==> src/rtl/rdaddr_pkg.sv <==
package rdaddr_pkg;

    parameter int ADDR_W = 32;
    parameter int BANK_W = 2;
    parameter int OFFS_W = 22;
    parameter int PAD_W  = ADDR_W - BANK_W - OFFS_W;

    typedef enum logic {
        ST_IDLE = 1'b0,
        ST_READ = 1'b1
    } rd_state_e;

    typedef struct packed {
        logic [PAD_W-1:0]  pad;
        logic [BANK_W-1:0] bank;
        logic [OFFS_W-1:0] offs;
    } frame_addr_t;

    // Offset that follows an accepted burst: step forward or wrap to zero.
    function automatic logic [OFFS_W-1:0] next_offset(
        input logic [OFFS_W-1:0] cur,
        input logic [OFFS_W-1:0] limit,
        input logic [OFFS_W-1:0] step
    );
        if (cur < limit) return cur + step;
        return '0;
    endfunction

endpackage

==> src/rtl/rd_trigger_fsm.sv <==
module rd_trigger_fsm
    import rdaddr_pkg::*;
#(
    parameter int CNT_W      = 12,
    parameter int BUF_DEPTH  = 2048,
    parameter int XFER_WORDS = 256,
    parameter int BURSTS     = 16
) (
    input  logic             clk,
    input  logic             rst,
    input  logic [CNT_W-1:0] buf_level,
    input  logic             arvalid,
    input  logic             burst_active,
    input  logic             reads_done,
    output logic             start,
    output logic             reading
);
    localparam int ISS_W = $clog2(BURSTS + 1);
    localparam logic [CNT_W-1:0] TRIG_LIMIT = CNT_W'(BUF_DEPTH - XFER_WORDS);
    localparam logic [ISS_W-1:0] ISS_MAX    = ISS_W'(BURSTS);

    rd_state_e        state;
    logic [ISS_W-1:0] issued;

    assign reading = (state == ST_READ);

    always_ff @(posedge clk) begin
        if (rst) begin
            state  <= ST_IDLE;
            start  <= 1'b0;
            issued <= '0;
        end else begin
            case (state)
                ST_IDLE: begin
                    start  <= 1'b0;
                    issued <= '0;
                    if (buf_level < TRIG_LIMIT) state <= ST_READ;
                end
                ST_READ: begin
                    if (reads_done) begin
                        state <= ST_IDLE;
                        start <= 1'b0;
                    end else if (!arvalid && !burst_active && !start &&
                                 issued < ISS_MAX) begin
                        start  <= 1'b1;
                        issued <= issued + 1'b1;
                    end else begin
                        start <= 1'b0;
                    end
                end
                default: state <= ST_IDLE;
            endcase
        end
    end

    // the start pulse never lasts longer than one cycle
    a_r3_start_pulse: assert property (@(posedge clk) disable iff (rst)
        start |=> !start);

    // a burst is launched only when the channel and data path are free
    a_r8_start_when_free: assert property (@(posedge clk) disable iff (rst)
        start |-> (!arvalid && !burst_active));

    // completion returns the controller to idle
    a_r3_done_to_idle: assert property (@(posedge clk) disable iff (rst)
        reads_done |=> !reading);

endmodule

==> src/rtl/rd_addr_walker.sv <==
module rd_addr_walker
    import rdaddr_pkg::*;
#(
    parameter int FRAME_BYTES = 640 * 480 * 4,
    parameter int BURST_BYTES = 64
) (
    input  logic              clk,
    input  logic              rst,
    input  logic              start,
    input  logic              arready,
    input  logic [BANK_W-1:0] wr_bank,
    output logic              arvalid,
    output frame_addr_t       addr
);
    localparam logic [OFFS_W-1:0] STEP  = OFFS_W'(BURST_BYTES);
    localparam logic [OFFS_W-1:0] LIMIT = OFFS_W'(FRAME_BYTES - BURST_BYTES);
    localparam logic [OFFS_W-1:0] FRAME = OFFS_W'(FRAME_BYTES);
    localparam logic [BANK_W-1:0] FLIP  = BANK_W'(1);

    logic [OFFS_W-1:0] offs;
    logic [BANK_W-1:0] bank;
    logic              accept;

    assign accept = arvalid && arready;
    assign addr   = '{pad: '0, bank: bank, offs: offs};

    always_ff @(posedge clk) begin
        if (rst) begin
            arvalid <= 1'b0;
            offs    <= '0;
            bank    <= '0;
        end else if (start) begin
            arvalid <= 1'b1;
        end else if (accept) begin
            arvalid <= 1'b0;
            offs    <= next_offset(offs, LIMIT, STEP);
            if (offs >= LIMIT) bank <= wr_bank ^ FLIP;
        end
    end

    // a pending request keeps its address until accepted
    a_r4_hold: assert property (@(posedge clk) disable iff (rst)
        (arvalid && !arready) |=> (arvalid && $stable(addr)));

    // offset stays burst-aligned and inside the frame
    a_r6_offset_range: assert property (@(posedge clk) disable iff (rst)
        (offs < FRAME) && ((offs % STEP) == '0));

    // the bank field only moves on an accepted address
    a_r10_bank_stable: assert property (@(posedge clk) disable iff (rst)
        !accept |=> $stable(bank));

endmodule

==> src/rtl/rd_beat_counter.sv <==
module rd_beat_counter #(
    parameter int BURST_BEATS = 16,
    parameter int BURSTS      = 16
) (
    input  logic clk,
    input  logic rst,
    input  logic start,
    input  logic rvalid,
    input  logic rready,
    input  logic rlast,
    output logic burst_active,
    output logic reads_done
);
    localparam int BEAT_W  = $clog2(BURST_BEATS);
    localparam int BURST_W = $clog2(BURSTS);
    localparam logic [BEAT_W-1:0]  LAST_BEAT  = BEAT_W'(BURST_BEATS - 1);
    localparam logic [BURST_W-1:0] LAST_BURST = BURST_W'(BURSTS - 1);

    logic [BEAT_W-1:0]  beat;
    logic [BURST_W-1:0] burst_cnt;
    logic               take;

    assign take = rvalid && rready;

    always_ff @(posedge clk) begin
        if (rst) begin
            beat         <= '0;
            burst_cnt    <= '0;
            burst_active <= 1'b0;
            reads_done   <= 1'b0;
        end else begin
            reads_done <= 1'b0;
            if (start) burst_active <= 1'b1;
            if (take) begin
                if (rlast) begin
                    beat         <= '0;
                    burst_active <= 1'b0;
                    if (burst_cnt == LAST_BURST) begin
                        burst_cnt  <= '0;
                        reads_done <= 1'b1;
                    end else begin
                        burst_cnt <= burst_cnt + 1'b1;
                    end
                end else begin
                    beat <= beat + 1'b1;
                end
            end
        end
    end

    // the last beat flag lines up with the burst length
    a_r3_last_beat: assert property (@(posedge clk) disable iff (rst)
        (take && rlast) |-> (beat == LAST_BEAT));

    // data beats arrive only for a launched burst
    a_r8_beats_in_burst: assert property (@(posedge clk) disable iff (rst)
        take |-> burst_active);

    // done is a single-cycle pulse
    a_r3_done_pulse: assert property (@(posedge clk) disable iff (rst)
        reads_done |=> !reads_done);

endmodule

==> src/rtl/pingpong_rd_addr_ctrl.sv <==
module pingpong_rd_addr_ctrl
    import rdaddr_pkg::*;
#(
    parameter int CNT_W       = 12,
    parameter int BUF_DEPTH   = 2048,
    parameter int XFER_WORDS  = 256,
    parameter int BEAT_BYTES  = 4,
    parameter int BURST_BEATS = 16,
    parameter int FRAME_BYTES = 640 * 480 * 4
) (
    input  logic              clk,
    input  logic              rst,
    input  logic [CNT_W-1:0]  buf_wr_count,
    input  logic [BANK_W-1:0] wr_bank,
    output logic [ADDR_W-1:0] araddr,
    output logic [7:0]        arlen,
    output logic [2:0]        arsize,
    output logic [1:0]        arburst,
    output logic              arvalid,
    input  logic              arready,
    input  logic              rvalid,
    input  logic              rlast,
    output logic              rready,
    output logic              txn_done
);
    localparam int BURST_BYTES = BEAT_BYTES * BURST_BEATS;
    localparam int BURSTS      = XFER_WORDS / BURST_BEATS;

    logic        start;
    logic        reading;
    logic        burst_active;
    logic        reads_done;
    frame_addr_t addr;

    rd_trigger_fsm #(
        .CNT_W(CNT_W), .BUF_DEPTH(BUF_DEPTH),
        .XFER_WORDS(XFER_WORDS), .BURSTS(BURSTS)
    ) u_fsm (
        .clk(clk), .rst(rst), .buf_level(buf_wr_count),
        .arvalid(arvalid), .burst_active(burst_active),
        .reads_done(reads_done), .start(start), .reading(reading)
    );

    rd_addr_walker #(
        .FRAME_BYTES(FRAME_BYTES), .BURST_BYTES(BURST_BYTES)
    ) u_walk (
        .clk(clk), .rst(rst), .start(start), .arready(arready),
        .wr_bank(wr_bank), .arvalid(arvalid), .addr(addr)
    );

    rd_beat_counter #(
        .BURST_BEATS(BURST_BEATS), .BURSTS(BURSTS)
    ) u_beats (
        .clk(clk), .rst(rst), .start(start), .rvalid(rvalid),
        .rready(rready), .rlast(rlast),
        .burst_active(burst_active), .reads_done(reads_done)
    );

    assign araddr   = addr;
    assign arlen    = 8'(BURST_BEATS - 1);
    assign arsize   = 3'($clog2(BEAT_BYTES));
    assign arburst  = 2'b01;
    assign rready   = reading;
    assign txn_done = reads_done;

    // data is accepted only inside a transaction
    a_r9_rready_idle: assert property (@(posedge clk) disable iff (rst)
        txn_done |=> !rready);

endmodule

==> config.mk <==
export PLATFORM = sky130hd
export DESIGN_NAME = pingpong_rd_addr_ctrl
export DESIGN_NICKNAME = d
export VERILOG_FILES = /design/src/rtl/rdaddr_pkg.sv /design/src/rtl/rd_trigger_fsm.sv /design/src/rtl/rd_addr_walker.sv /design/src/rtl/rd_beat_counter.sv /design/src/rtl/pingpong_rd_addr_ctrl.sv
export SDC_FILE = /design/constraint.sdc
export NUM_CORES = 1
export LEC_CHECK = 0
export CORE_ASPECT_RATIO = 1.1
export CORE_MARGIN = 4
export CORE_UTILIZATION = 41
export CTS_CLUSTER_DIAMETER = 100
export DETAILED_ROUTE_END_ITERATION = 8
export DONT_BUFFER_PORTS = 1
export GPL_TIMING_DRIVEN = 0
export HOLD_SLACK_MARGIN = 0.08
export PLACE_DENSITY_LB_ADDON = 0.3
export SYNTH_ARGS = -nofsm -noshare
export SYNTH_HDL_FRONTEND = slang
export SYNTH_SLANG_ARGS = --single-unit
==> constraint.sdc <==
create_clock -name clk -period 4.15 [get_ports clk]
set_input_delay 0.415 -clock clk [delete_from_list [all_inputs] [get_ports clk]]
set_output_delay 0.415 -clock clk [all_outputs]
set_load 0.02 [all_outputs]
==> results.toml <==
[detailed_routing]
drc_errors = 0
routed_wirelength_um = 3140
wire_per_inst_um = 11.4
dr.pass1.iters = 5
drtIter0Drc = 75
postRouteAntennaNets = 0
dr_total_vias = 1261
routed_via_density = 4.55

[place]
routabilityCongestion = 0.811
hpwl_um = 2450
dp.cells = 269
io_buffers = 0

[layout]
final_common_cell = "dfxtp_1"
fill_cells = 395
drive_gt1_share_pct = 20.0
fin_cells = 277
antennaDiodeCount = 0
area_growth_pct = 15.9
mostFrequentLayoutCells = "32 x dfxtp_1, 27 x buf_4, 27 x conb_1"
fin_nets = 247

[clocking]
root_buffer = "clkbuf_8"
postCtsResizedCells = 0
cts_max_level = 2
clockBufferDepth = 2
postCtsHoldBufs = 0
clk_pin_slew_ps = 60
cts_setup_buffers = 0
cts_tree = "built"
clk_latency_ps = 280
numCtsBuffers = 5
cts.sink_count = 32

[die]
io_pins = 67
core_um2 = 3960
die_w_um = 69.0
initial_utilization_pct = 42.3
die_y_um = 75.1
num_rows = 24
die_area_um2 = 5180

[grt]
grt_usage_pct = 12.9
antenna_found_initial = 0
grt_pass1_vias = 1084
grt_max_degree = 11
grt_pass1_wl_um = 4970
globalRouteOverflowTotal = 0

[sta]
fin_worst_skew_ps = 6.96
timing.final.crit_share_pct = 49.1
clock.fmax_ghz = 0.491
rsz0062_at_grt = "no"
setup_viol = 0
finalHoldViolCount = 0
whs_ps = 284
min_period_ps = 2040
slew_violations = 0
finalSetupTns_ps = 0

[synth]
synth_cell_types = 42
ys_warn_count = 0
synth-simple-area-share_pct = 25.7
synth-edff-count = 0
async_reset_ff_share_pct = 0
synth_ff_type = "dfxtp_1"
seq_area_frac_synth_pct = 38.2
synth_top_family_by_area = "simple AND/OR/NAND/NOR gates"
synth-xor-area-share_pct = 7.31
ys_ff_latch = 32
syn-instance-count = 192
syn_area_per_cell_um2 = 8.74
synth_compound_area_share_pct = 7.83
synth_area_um2 = 1680
synthAdderAreaFrac_pct = 2.98
synth_mux_area_share_pct = 3.06

[worst_hold_path]
hold_depth = 2
hp-class = "in2reg"
min-delay-start = "wr_bank[1]"
min_to = "u_walk.bank[1]"

[critical_path]
ff2ff_setup_slack_ps = 2110
startpoint_type = "register"
crit_type = "reg2reg"
reg2regPathDepth = 5
end_kind = "register"
r2r_start = "u_walk.offs[15]"
path_max_fanout = 10
arrival_ps = 2210
required_ps = 4320
worstReg2RegEnd = "u_walk.offs[20]"

[power_and_ir_drop]
report.power.total_mw = 0.673
p_leak_nw = 0.783
peakVddDrop_mv = 0.244
powerDensity_nw_per_um2 = 346

[job]
maxCapViolCount = 0

[outcome]
status = "complete, no violations"
where the power goes:
part,internal [mW],switching [mW]
sequential,0.311,0.00648
clock,0.178,0.112
combinational,0.0281,0.0373
worst max-delay path: stages (launching register included):
cell and delay, ps:
dfxtp_1 570, or4b_1 500, nor4_2 350, a221o_2 300, buf_6 160, nor2_1 50
kinds of logic after synthesis:
logic type	after synthesis
other cells	2
buf+inv	34
flops	32
compound gates	22
simple gates	79
mux	5
xor+xnor	14
fa+ha+maj	4
registers in the layout, summed over array words and instances (netlist names):
name / cells
u_beats.burst_active: 1
u_beats.burst_cnt: 4
u_beats.reads_done: 1
u_fsm.issued: 5
u_fsm.reading: 1
u_fsm.start: 1
u_walk.arvalid: 1
u_walk.bank: 2
u_walk.offs: 16
area by class of cell:
| cell class | count | area [um2] | share of cell area (%) |
|---|---|---|---|
| sequential | 32 | 641 | 32.9 |
| multi-input combinational | 151 | 887 | 45.6 |
| clock buffer | 6 | 72.6 | 3.73 |
| tap | 52 | 65.1 | 3.35 |
| buffer | 31 | 233 | 12.0 |
| inverter | 3 | 11.3 | 0.579 |
| clock inverter | 2 | 35.0 | 1.80 |
layer usage:
metal,GRT usage (%),share of wire [%],vias to the layer above
li1,-,-,671
met4,4.55,0.38,0
met5,0,0,-
met1,14.9,42,548
met2,20.0,47,40
met3,7.16,10,2
cell usage after synthesis, drive strengths merged (2+ instances only):
master,n,area [um2]
dfxtp,32,641
buf,29,225
nor2,26,97.6
nand2,12,47.6
xnor2,10,87.6
a21oi,9,45.0
nor3,6,30.0
nand4,5,31.3
o21ai,5,25.0
or3,5,31.3
ha,4,50.1
mux2i,4,40.0
nor4,4,31.3
xor2,4,35.0
a31oi,3,18.8
and2,3,18.8
and3,3,18.8
inv,3,11.3
nand2b,3,18.8
and4,2,18.8
clkbuf,2,7.51
conb,2,7.51
nand3,2,10.0
stage by stage:
step           area (um2)  setup WS (ps)  utilization, %
3_3_place_gp         1840           2130            46.3
3_5_place_dp         1840           2120            46.3
2_1_floorplan        1770           2310               -
6_report             1940           2110            49.1
4_1_cts              1940           2110            49.1
5_1_grt              1940           1980            49.1
worst max-delay path by stage:
stage	start	endpoint	depth (start not counted)
floorplan	u_walk.offs[20]	u_walk.offs[20]	5
global placement	u_walk.offs[20]	u_walk.offs[8]	5
detailed placement	u_walk.offs[20]	u_walk.offs[20]	5
CTS	u_walk.offs[20]	u_walk.offs[20]	5
global route	u_walk.offs[20]	u_walk.offs[20]	5
finish	u_walk.offs[15]	u_walk.offs[20]	5
(Power assumes the default switching activity.)
